`src/rtl/fld_pkg.sv`:
```
package fld_pkg;

    localparam int FLD_OFS_W = 5;

    typedef enum logic {
        ST_ACQUIRE = 1'b0,
        ST_TRACK   = 1'b1
    } fld_state_e;

    typedef struct packed {
        logic [FLD_OFS_W-1:0] ofs;
        logic                 adv;
        logic                 dly_odd;
        logic                 dly_even;
    } fld_cfg_t;

    localparam fld_cfg_t FLD_CFG_RST = '{ofs: FLD_OFS_W'(3), adv: 1'b1, dly_odd: 1'b0, dly_even: 1'b1};

endpackage

```
`src/rtl/fld_cfg_stage.sv`:
```
module fld_cfg_stage
    import fld_pkg::*;
(
    input  logic     clk,
    input  logic     rst_n,
    input  logic     frame_start,
    input  fld_cfg_t cfg_in,
    output fld_cfg_t cfg_eff,
    output fld_cfg_t cfg_act
);
    fld_cfg_t act_q;

    always_ff @(posedge clk or negedge rst_n) begin
        if (!rst_n) begin
            act_q <= FLD_CFG_RST;
        end else if (frame_start) begin
            act_q <= cfg_in;
        end
    end

    // the frame start line already runs under the newly sampled setting
    assign cfg_eff = frame_start ? cfg_in : act_q;
    assign cfg_act = act_q;
endmodule

```
`src/rtl/fld_bnd_learn.sv`:
```
module fld_bnd_learn #(
    parameter  int LINES = 625,
    localparam int LW    = $clog2(LINES)
) (
    input  logic                clk,
    input  logic                rst_n,
    input  logic                line_start,
    input  logic                frame_start,
    input  logic [LW-1:0]       line_idx,
    input  logic                raw_fld,
    output logic [1:0][LW-1:0]  bnd_eff,
    output logic [1:0][LW-1:0]  bnd_use,
    output logic                seen_both
);
    logic                prev_raw_q;
    logic                prev_ok_q;
    logic [1:0]          seen_q;
    logic [1:0][LW-1:0]  cur_q;
    logic [1:0][LW-1:0]  use_q;

    always_ff @(posedge clk or negedge rst_n) begin
        if (!rst_n) begin
            prev_raw_q <= 1'b0;
            prev_ok_q  <= 1'b0;
            seen_q     <= '0;
            cur_q      <= '0;
        end else if (line_start) begin
            prev_raw_q <= raw_fld;
            prev_ok_q  <= 1'b1;
            if (prev_ok_q && (raw_fld != prev_raw_q)) begin
                cur_q[raw_fld]  <= line_idx;
                seen_q[raw_fld] <= 1'b1;
            end
        end
    end

    always_ff @(posedge clk or negedge rst_n) begin
        if (!rst_n) begin
            use_q <= '0;
        end else if (frame_start) begin
            use_q <= cur_q;
        end
    end

    assign bnd_eff   = frame_start ? cur_q : use_q;
    assign bnd_use   = use_q;
    assign seen_both = &seen_q;
endmodule

```
`src/rtl/fld_tgt_calc.sv`:
```
module fld_tgt_calc
    import fld_pkg::*;
#(
    parameter  int LINES = 625,
    localparam int LW    = $clog2(LINES),
    localparam int SW    = LW + 2
) (
    input  logic [LW-1:0]        bnd,
    input  logic [FLD_OFS_W-1:0] ofs,
    input  logic                 adv,
    input  logic                 extra,
    output logic [LW-1:0]        tgt
);
    logic [SW-1:0] b_w, o_w, e_w, l_w, sum_w, red1_w, red2_w;

    always_comb begin
        b_w    = SW'(bnd);
        o_w    = SW'(ofs);
        e_w    = SW'(extra);
        l_w    = SW'(LINES);
        sum_w  = adv ? (b_w + l_w - o_w + e_w) : (b_w + o_w + e_w);
        red1_w = (sum_w >= l_w) ? (sum_w - l_w) : sum_w;
        red2_w = (red1_w >= l_w) ? (red1_w - l_w) : red1_w;
        tgt    = red2_w[LW-1:0];
    end
endmodule

```
`src/rtl/fld_toggle_gen.sv`:
```
module fld_toggle_gen
    import fld_pkg::*;
#(
    parameter  int LINES = 625,
    localparam int LW    = $clog2(LINES)
) (
    input  logic                 clk,
    input  logic                 rst_n,
    input  logic                 line_start,
    input  logic [LW-1:0]        line_idx,
    input  logic                 raw_fld,
    input  logic [FLD_OFS_W-1:0] cfg_ofs,
    input  logic                 cfg_adv,
    input  logic                 cfg_dly_odd,
    input  logic                 cfg_dly_even,
    output logic                 fbit_code,
    output logic                 field_pin
);
    fld_state_e          state_q, state_d;
    fld_cfg_t            cfg_in, cfg_eff, cfg_act;
    logic [1:0][LW-1:0]  bnd_eff, bnd_use;
    logic [1:0][LW-1:0]  tgt;
    logic [1:0]          dly_vec;
    logic                seen_both;
    logic                frame_start;
    logic                flag_q;

    assign frame_start = line_start && (line_idx == '0);
    assign cfg_in      = '{ofs: cfg_ofs, adv: cfg_adv, dly_odd: cfg_dly_odd, dly_even: cfg_dly_even};
    assign dly_vec     = {cfg_eff.dly_odd, cfg_eff.dly_even};

    fld_cfg_stage u_cfg (
        .clk         (clk),
        .rst_n       (rst_n),
        .frame_start (frame_start),
        .cfg_in      (cfg_in),
        .cfg_eff     (cfg_eff),
        .cfg_act     (cfg_act)
    );

    fld_bnd_learn #(.LINES(LINES)) u_bnd (
        .clk         (clk),
        .rst_n       (rst_n),
        .line_start  (line_start),
        .frame_start (frame_start),
        .line_idx    (line_idx),
        .raw_fld     (raw_fld),
        .bnd_eff     (bnd_eff),
        .bnd_use     (bnd_use),
        .seen_both   (seen_both)
    );

    // index 0: transition into even, index 1: transition into odd
    for (genvar p = 0; p < 2; p++) begin : g_tgt
        fld_tgt_calc #(.LINES(LINES)) u_tgt (
            .bnd   (bnd_eff[p]),
            .ofs   (cfg_eff.ofs),
            .adv   (cfg_eff.adv),
            .extra (dly_vec[p]),
            .tgt   (tgt[p])
        );
    end

    always_ff @(posedge clk or negedge rst_n) begin
        if (!rst_n) begin
            state_q <= ST_ACQUIRE;
        end else begin
            state_q <= state_d;
        end
    end

    always_comb begin
        state_d = state_q;
        unique case (state_q)
            ST_ACQUIRE: if (frame_start && seen_both) state_d = ST_TRACK;
            ST_TRACK:   state_d = ST_TRACK;
            default:    state_d = ST_ACQUIRE;
        endcase
    end

    always_ff @(posedge clk or negedge rst_n) begin
        if (!rst_n) begin
            flag_q <= 1'b0;
        end else if (line_start) begin
            unique case (state_d)
                ST_ACQUIRE: flag_q <= raw_fld;
                ST_TRACK: begin
                    if (line_idx == tgt[1]) begin
                        flag_q <= 1'b1;
                    end else if (line_idx == tgt[0]) begin
                        flag_q <= 1'b0;
                    end
                end
                default: flag_q <= flag_q;
            endcase
        end
    end

    assign fbit_code = flag_q;
    assign field_pin = flag_q;
endmodule

```
`config.mk`:
```
export PLATFORM = sky130hd
export DESIGN_NAME = fld_toggle_gen
export DESIGN_NICKNAME = d
export VERILOG_FILES = /design/src/rtl/fld_pkg.sv /design/src/rtl/fld_cfg_stage.sv /design/src/rtl/fld_bnd_learn.sv /design/src/rtl/fld_tgt_calc.sv /design/src/rtl/fld_toggle_gen.sv
export SDC_FILE = /design/constraint.sdc
export NUM_CORES = 1
export LEC_CHECK = 0
export ABC_AREA = 1
export BUFFER_PORTS_ARGS = -buffer_cell sky130_fd_sc_hd__buf_2
export CORE_MARGIN = 8
export CORE_UTILIZATION = 55
export CTS_CLUSTER_DIAMETER = 80
export DETAILED_ROUTE_END_ITERATION = 10
export PLACE_DENSITY = 0.75
export SLEW_MARGIN = 10
export SYNTH_ARGS = -nofsm -noshare
export SYNTH_HDL_FRONTEND = slang
export SYNTH_SLANG_ARGS = --single-unit
export TNS_END_PERCENT = 1
```
`constraint.sdc`:
```
create_clock -name clk -period 5.3 [get_ports clk]
set_input_delay 0.265 -clock clk [delete_from_list [all_inputs] [get_ports clk]]
set_output_delay 0.265 -clock clk [all_outputs]
set_load 0.02 [all_outputs]
```
==> results of run 1 <==
-- state kept, by name, indices dropped and copies added, names as in the netlist --
register / count
fbit_code: 1
u_bnd.prev_ok_q: 1
state_q: 1
u_bnd.prev_raw_q: 1
u_bnd.bnd_use: 20
u_bnd.cur_q: 20
u_bnd.seen_q: 2
u_cfg.cfg_act: 8
-- power breakdown --
group	internal, mW	leakage (nW)	switching [mW]	total [mW]
Sequential	0.448	0.670	0.0289	0.477
Combinational	0.217	4.45	0.289	0.505
Clock	0.227	0.0848	0.157	0.384
Total	0.892	5.20	0.475	1.37
-- stage by stage --
| step | setup slack, ns | utilization (%) | cells | setup TNS, ns |
|---|---|---|---|---|
| after detailed placement | -0.573 | 66.2 | 1490 | -0.573 |
| after floorplan | 0.0113 | - | 1169 | 0 |
| after global placement | -0.403 | 66.2 | 1490 | -0.403 |
| after CTS | 0.0104 | 68.6 | 1509 | 0 |
| final | 0.157 | 75.2 | 1532 | 0 |
| after global routing | -0.154 | 75.2 | 1532 | -0.154 |
-- worst paths after layout --
path                               endpoint  slack (ns)
setup reg to reg                  fbit_code        0.40
hold / removal             u_bnd.bnd_use[2]        0.08
setup / recovery                  fbit_code        0.16
hold reg to reg             u_bnd.seen_q[1]        0.49
max in group asynchronous  u_bnd.bnd_use[6]        4.75
min in group clk           u_cfg.cfg_act[0]        0.23
-- what timing repair did --
item / in CTS / in global routing
setup buffers: 9 / 22
endpoints found under the setup margin: 1 / 1
gates cloned: 2 / 2
pin swaps: 11 / 85
resized for setup: 15 / 148
-- logic make-up (layout without fill, tap and decap cells) --
kind of cell / after synthesis / after routing / share of synthesized area, %
flops: 54 / 54 / 18.5
simple gates: 688 / 692 / 45.0
fa+ha+maj: 52 / 52 / 9.08
compound gates: 116 / 116 / 9.17
buf+inv: 203 / 386 / 11.5
xor+xnor: 56 / 56 / 6.79
-- critical path, delay by kind of cell --
kind	cells	cell delay, ns
buffers and inverters	6	0.62
AO/OA/AOI/OAI	8	1.28
adder cells (fa/ha/maj)	3	0.88
XOR/XNOR	1	0.16
AND/OR/NAND/NOR	23	2.10
-- cells in the final DEF (no fill, tap or decap), types with 23 or more instances in the layout --
cell	netlist	routed
inv_2	21	32
nor2_1	68	55
inv_1	154	142
o21ai_0	39	33
nand3_2	13	23
nand2_1	362	334
buf_4	6	160
dfrtp_1	50	50
xor2_1	45	41
nand2_2	48	73
nand3_1	118	106
ha_1	50	31
-- cell type report --
class | instances | area (sq um)
clock inverter | 3 | 47.5
timing repair buffer | 197 | 1560
sequential | 54 | 1360
clock buffer | 5 | 125
tap | 176 | 220
multi-input combinational | 916 | 5890
inverter | 181 | 684
fill | 993 | 3250
-- layer usage --
metal,track usage [%],wire [um],vias to the layer above
met5,0,0,-
met4,10.1,1040,0
met3,1.52,717,65
met2,41.4,11000,194
met1,25.5,8790,3701
li1,-,-,4065
==> reports/summary.txt, run 1 <==
Worst Tran Pin Value = 0.765 ns
I/O Buffers = 23
H-tree levels = 2
1st-pass router iterations = 5
DRT antenna net count = 0
Worst path most repeated cell = nand2_1
# Max-Cap Violations = 0
clock-pin transition on the worst setup and hold timing paths = 0.08 ns
fraction of layout instances using a drive strength above 1 = 34.8%
Remaining DRCs = 0
Slew HR = 48.8%
ranking of synthesized cells by area = nand2_1, dfrtp_1, ha_1, nand3_1, inv_1
Hold Slack = 0.0830 ns
register bit total from synthesis = 54
TritonCTS clock tree = built
DR WL/cell = 14.0 um
Static Leak = 5.20 nW
total number of vias = 8025
slowest stage delay, CP = 0.39 ns
Layout Nets = 1429
Setup violations, final = 0
startpoint type of the worst setup path = input port
Post-DP Area = 8700 sq um
clock period minus worst slack = 5.14 ns
Synth cell types = 42
arrival time at the worst endpoint = 5.34 ns
most area-hungry cell type in the Yosys netlist = nand2_1
max-slew violation count = 0
number of enable flip-flop cells after synthesis = 0
synth warn = 0
f_max = 0.194 GHz
core area = 13100 sq um
Power Total = 1.37 mW
Hold Crit Class = input port to asynchronous set/reset pin
Post-Synthesis Cells = 1169
Post-synth top flop = dfrtp_1
# IOs = 24
cts bufs inserted = 5
worst-skew pair later-pin latency = 0.30 ns
synthesized net count = 1243
Routed WL = 21500 um
Area growth syn-to-layout = 34.9%
Worst Reg-to-Reg Cells = 36
final instance area = 9890 sq um
average size of a mapped cell = 6.27 sq um
DR iter-0 viols = 560
dpl hpwl = 15600 um
placer congestion estimate = 0.869
clock buffer depth = 2
CP max FO = 13
initial core utilization = 55.8%
Synth async-reset ratio = 100%
Max VDD drop = 136 uV
cell row count = 42
count leader, synth = nand2_1
critical path class = input port to register
Final Hold Vio Count = 0
top cells by count, synth = nand2_1, inv_1, nand3_1, nor2_1
Tot GR Track Use = 22.3%
worst r2r src = u_cfg.cfg_act[3]
sequential share of the synthesized area = 18.5%
ratio of final minimum period to clock period = 97.0%
clk_skew = 0.00703 ns
largest net degree at the start of global routing = 55
clock sink total = 54
vias per cell = 5.24
CP startpoint = line_idx[4]
GR Overflow Total = 0
Chip Height = 131 um
Post-Syn Area = 7330 sq um
Power Density = 138 nW/um^2
initial antenna violation count = 0
global-route wire length before repair = 33100 um
Yosys top cell area share = 18.5%
status = finished, final reports clean
Root Buffer = clkbuf_16
die width = 131 um
vias in the first global route = 7550
Die ar. = 17300 sq um
slowest cell on the critical path = fa_2
n_diodes = 0
CTS hold repair buffers = 0
CP Data Required Time = 5.49 ns
Worst setup EP type = register
No activity file was read; power rests on OpenSTA's default activity.
==> inputs of run 2 (changes only) <==
--- a/config.mk
+++ b/config.mk
@@ -12,6 +12,7 @@
 export CTS_CLUSTER_DIAMETER = 80
 export DETAILED_ROUTE_END_ITERATION = 10
 export PLACE_DENSITY = 0.75
+export RECOVER_POWER = 25
 export SLEW_MARGIN = 10
 export SYNTH_ARGS = -nofsm -noshare
 export SYNTH_HDL_FRONTEND = slang
==> reports/summary.txt, run 2 (synthesized netlist as in run 1, its figures left out) <==
Crit path depth = 41
CP Data Required Time = 5.49 ns
Reg-to-Reg End = fbit_code
clock sink total = 54
total number of vias = 8017
switching part of the total = 34.7%
ratio of final minimum period to clock period = 97.0%
crit path to = fbit_code
vias per cell = 5.23
clock-pin transition on the worst setup and hold timing paths = 0.07 ns
Sequential Power Share = 35.0%
Slew HR = -91.3%
Hold Slack = 0.233 ns
core area = 13100 sq um
Final Hold Vio Count = 0
most frequent cells in the layout = nand2_1, buf_4, inv_1
largest net degree at the start of global routing = 55
critical path class = input port to register
Routed WL = 21500 um
Power Total = 1.36 mW
DR WL/cell = 14.0 um
vias in the first global route = 7550
slowest stage delay, CP = 0.39 ns
Root Buffer = clkbuf_16
initial core utilization = 55.8%
Post-DP Area = 8700 sq um
most common cell after layout, fill and taps aside = nand2_1
TritonCTS clock tree = built
Hold Crit Class = input port to register
Max VDD drop = 136 uV
CP max FO = 13
post-route setup TNS = 0 ns
Post-Route Utilization = 75.2%
Area growth syn-to-layout = 34.8%
CTS hold repair buffers = 0
GR Overflow Total = 0
Power Density = 138 nW/um^2
# IOs = 24
arrival time at the worst endpoint = 5.34 ns
net switching power = 0.474 mW
Die ar. = 17300 sq um
Int Power = 0.891 mW
fraction of layout instances using a drive strength above 1 = 34.7%
H-tree levels = 2
cts bufs inserted = 5
final instance area = 9880 sq um
placer congestion estimate = 0.869
clock period minus worst slack = 5.14 ns
max-slew violation count = 55
flop-to-flop setup slack = 0.40 ns
initial antenna violation count = 0
DRT antenna net count = 0
CP startpoint = line_idx[4]
cell row count = 42
dpl hpwl = 15600 um
failing checks = max-capacitance violations, max-slew violations
Worst setup EP type = register
Combinational Power Share = 37.0%
CP Buf/Inv Count = 6
Chip Height = 131 um
Worst path most repeated cell = nand2_1
Worst Tran Pin Value = 2.87 ns
n_diodes = 0
clock group share of total power = 28.1%
Layout fillers = 992
Crit path max-delay family = simple AND/OR/NAND/NOR gates
clock buffer depth = 2
# Max-Cap Violations = 1
slowest cell on the critical path = fa_2
Static Leak = 5.20 nW
Hold Startpoint = cfg_dly_even
Tot GR Track Use = 22.3%
f_max = 0.194 GHz
1st-pass router iterations = 5
I/O Buffers = 23
startpoint type of the worst setup path = input port
die width = 131 um
status = finished, violations left
clk_skew = 0.00661 ns
DR iter-0 viols = 555
Worst Reg-to-Reg Cells = 36
global-route wire length before repair = 33100 um
Remaining DRCs = 0
Setup violations, final = 0
worst-skew pair later-pin latency = 0.30 ns
Layout Nets = 1429
worst r2r src = u_cfg.cfg_act[3]
## run 2: what timing repair did
item                       in CTS  in global routing
pin swaps                      11                 85
resized for setup              15                148
setup endpoints to repair       1                  1
buffers inserted                9                 22
cloned                          2                  2
## run 2: worst reg2reg max path, delay by kind of cell, from the launching register on
kind                       cells  cell delay (ns)
DFF                            1             0.36
adders and majority gates      2             0.54
AOI/OAI and AO/OA              9             1.38
xor gates and xnor gates       1             0.16
buffers and inverters          3             0.33
and+or+nand+nor               21             2.02
## run 2: power groups by stage
stage,clock network [mW],registers [mW],logic (mW)
CTS,0.381,0.474,0.441
detailed placement,0,0.482,0.427
floorplan,0,0.472,0.282
finish,0.383,0.477,0.505
global placement,0,0.481,0.418
global route,0.394,0.480,0.556
## run 2: stage by stage
stage          setup WS (ns)  cells
5_1_grt               -0.154   1532
3_3_place_gp          -0.403   1490
3_5_place_dp          -0.573   1490
6_report               0.157   1532
2_1_floorplan         0.0113   1169
4_1_cts               0.0104   1509
## run 2: how the worst min path moves through the flow
| stage | end | slack [ns] | cells after the start |
|---|---|---|---|
| after floorplan | fbit_code | -0.03 | 0 |
| after global placement | u_bnd.bnd_use[12] | 0.43 | 2 |
| after detailed placement | u_bnd.bnd_use[2] | 0.43 | 2 |
| after CTS | u_bnd.bnd_use[12] | 0.11 | 2 |
| after global routing | u_cfg.cfg_act[0] | 0.25 | 3 |
| final | u_cfg.cfg_act[0] | 0.23 | 3 |
## run 2: per-layer routing
| metal | routed length, um | up-vias | track usage [%] |
|---|---|---|---|
| met4 | 1060 | 0 | 10.1 |
| li1 | - | 4061 | - |
| met5 | 0 | - | 0 |
| met3 | 711 | 67 | 1.52 |
| met1 | 8790 | 3697 | 25.5 |
| met2 | 11000 | 192 | 41.4 |
## run 2: cell type report
| class | instances | area [sq um] | share of cell area [%] |
|---|---|---|---|
| Clock buffer | 5 | 125 | 1.27 |
| Inverter | 181 | 684 | 6.93 |
| Sequential cell | 54 | 1360 | 13.7 |
| Multi-Input combinational cell | 916 | 5890 | 59.6 |
| Tap cell | 176 | 220 | 2.23 |
| Clock inverter | 3 | 47.5 | 0.481 |
| Timing Repair Buffer | 197 | 1560 | 15.8 |
==> inputs of run 3 (changes only) <==
--- a/config.mk
+++ b/config.mk
@@ -7,11 +7,13 @@
 export LEC_CHECK = 0
 export ABC_AREA = 1
 export BUFFER_PORTS_ARGS = -buffer_cell sky130_fd_sc_hd__buf_2
+export CELL_PAD_IN_SITES_DETAIL_PLACEMENT = 2
+export CELL_PAD_IN_SITES_GLOBAL_PLACEMENT = 2
 export CORE_MARGIN = 8
-export CORE_UTILIZATION = 55
+export CORE_UTILIZATION = 32
 export CTS_CLUSTER_DIAMETER = 80
 export DETAILED_ROUTE_END_ITERATION = 10
-export PLACE_DENSITY = 0.75
+export PLACE_DENSITY_LB_ADDON = 0.1
 export RECOVER_POWER = 25
 export SLEW_MARGIN = 10
 export SYNTH_ARGS = -nofsm -noshare
==> reports/summary.txt, run 3 (synthesized netlist as in run 1, its figures left out) <==
Remaining DRCs = 0
worst-skew pair later-pin latency = 0.33 ns
most frequent cells in the layout = nand2_1, buf_4, inv_1
largest net degree at the start of global routing = 55
n_diodes = 0
fraction of layout instances using a drive strength above 1 = 39.2%
Hold Crit Class = input port to register
Worst path most repeated cell = nand2_1
Setup violations, final = 1
met2 Usage GRT = 44.9%
global-route wire length before repair = 50000 um
status = finished, violations left
ratio of final minimum period to clock period = 108%
core area = 22600 sq um
Root Buffer = clkbuf_16
Worst setup EP type = register
slowest stage delay, CP = 0.28 ns
clock sink total = 54
DRT antenna net count = 0
placer congestion estimate = 0.809
# IOs = 24
slowest cell on the critical path = or2_2
Worst Tran Pin Value = 3.49 ns
vias in the first global route = 9560
dpl hpwl = 24500 um
max-slew violation count = 55
Multi-input gate area = 6050 sq um
most common cell after layout, fill and taps aside = nand2_1
final std cells w/o fill = 1707
met3 Use GR = 1.15%
Power Density = 144 nW/um^2
die width = 167 um
arrival time at the worst endpoint = 5.93 ns
Area growth syn-to-layout = 46.0%
gr busiest metal = met2
Static Leak = 5.58 nW
initial antenna violation count = 0
clock-pin transition on the worst setup and hold timing paths = 0.10 ns
initial core utilization = 32.5%
cell row count = 55
critical path class = input port to register
Layout fillers = 2630
Max VDD drop = 152 uV
Post-Route Utilization = 47.4%
1st-pass router iterations = 4
Final WS setup = -0.400 ns
placed cell count = 1665
Hold Slack = 0.249 ns
GR Overflow Total = 0
CP max FO = 7
CP Data Required Time = 5.53 ns
Tot GR Track Use = 22.1%
Layout Nets = 1495
cts bufs inserted = 5
DR iter-0 viols = 416
CTS hold repair buffers = 0
Final Hold Vio Count = 0
total number of vias = 9248
vias per cell = 5.42
startpoint type of the worst setup path = input port
I/O Buffers = 23
Sequential Area = 1360 sq um
TritonCTS clock tree = built
failing checks = max-capacitance violations, max-slew violations, negative setup slack
Routed WL = 43100 um
clock buffer depth = 2
clk_skew = 0.0194 ns
Die ar. = 28000 sq um
Chip Height = 167 um
Slew HR = -133%
clock period minus worst slack = 5.70 ns
unrepaired setup endpoints after global routing = true
DR WL/cell = 25.3 um
f_max = 0.175 GHz
# Max-Cap Violations = 1
M1 GR Usage = 23.6%
H-tree levels = 2
## run 3: cell types whose count changed in the layout (fill, tap and decap cells not counted), sizes merged
cell | before | now
buf | 196 | 261
bufinv | 1 | 0
clkbuf | 6 | 7
inv | 178 | 179
## run 3: final cells by class
cell class | count | area share (%)
Timing Repair Buffer | 263 | 19.4
Clock buffer | 5 | 1.17
Tap cell | 285 | 3.33
Sequential cell | 54 | 12.7
Inverter | 181 | 6.58
Multi-Input combinational cell | 916 | 56.6
Clock inverter | 3 | 0.269
## run 3: report_power, final
part / leakage, nW / internal (mW) / switching (mW)
registers: 0.670 / 0.448 / 0.0372
clock network: 0.0763 / 0.183 / 0.216
logic: 4.83 / 0.261 / 0.399
## run 3: repair_timing
| action | in CTS | in global routing |
|---|---|---|
| cloned | 1 | 4 |
| setup buffers | 4 | 25 |
| pin swaps | 6 | 88 |
| resized for setup | 23 | 191 |
| endpoints found under the setup margin | 1 | 1 |
## run 3: path summary, 6_finish.rpt
path / startpoint / to / slack [ns] / cells after the start
worst max-delay path: line_idx[4] / fbit_code / -0.40 / 45
min in group asynchronous: rst_n / u_cfg.cfg_act[6] / 1.20 / 2
worst min-delay path: cfg_ofs[2] / u_cfg.cfg_act[5] / 0.25 / 3
worst max register to register: u_bnd.cur_q[0] / fbit_code / -0.20 / 37
max in group asynchronous: rst_n / u_bnd.cur_q[3] / 2.10 / 2
worst min register to register: u_bnd.prev_ok_q / u_bnd.prev_ok_q / 0.53 / 1
## run 3: routing by layer
metal,share of wire [%],vias to the layer above
li1,-,4180
met2,55,240
met3,2.5,157
met1,37,4671
met4,5.7,0
met5,0,-
## run 3: worst max-delay path, delay by kind of cell
family | cells | cell delay, ns
AOI/OAI and AO/OA | 5 | 0.89
adders and majority gates | 1 | 0.23
buffers and inverters | 8 | 1.06
and+or+nand+nor | 31 | 3.45
## run 3: through the flow
step	TNS, ns	setup slack [ns]	area (sq um)	power [mW]
3_5_place_dp	-0.578	-0.578	9300	0.986
3_3_place_gp	-0.325	-0.325	9300	0.957
6_report	-0.400	-0.400	10700	1.54
2_1_floorplan	0	0.0113	7380	0.754
5_1_grt	-0.635	-0.635	10700	1.59
4_1_cts	0	0.00644	9580	1.37
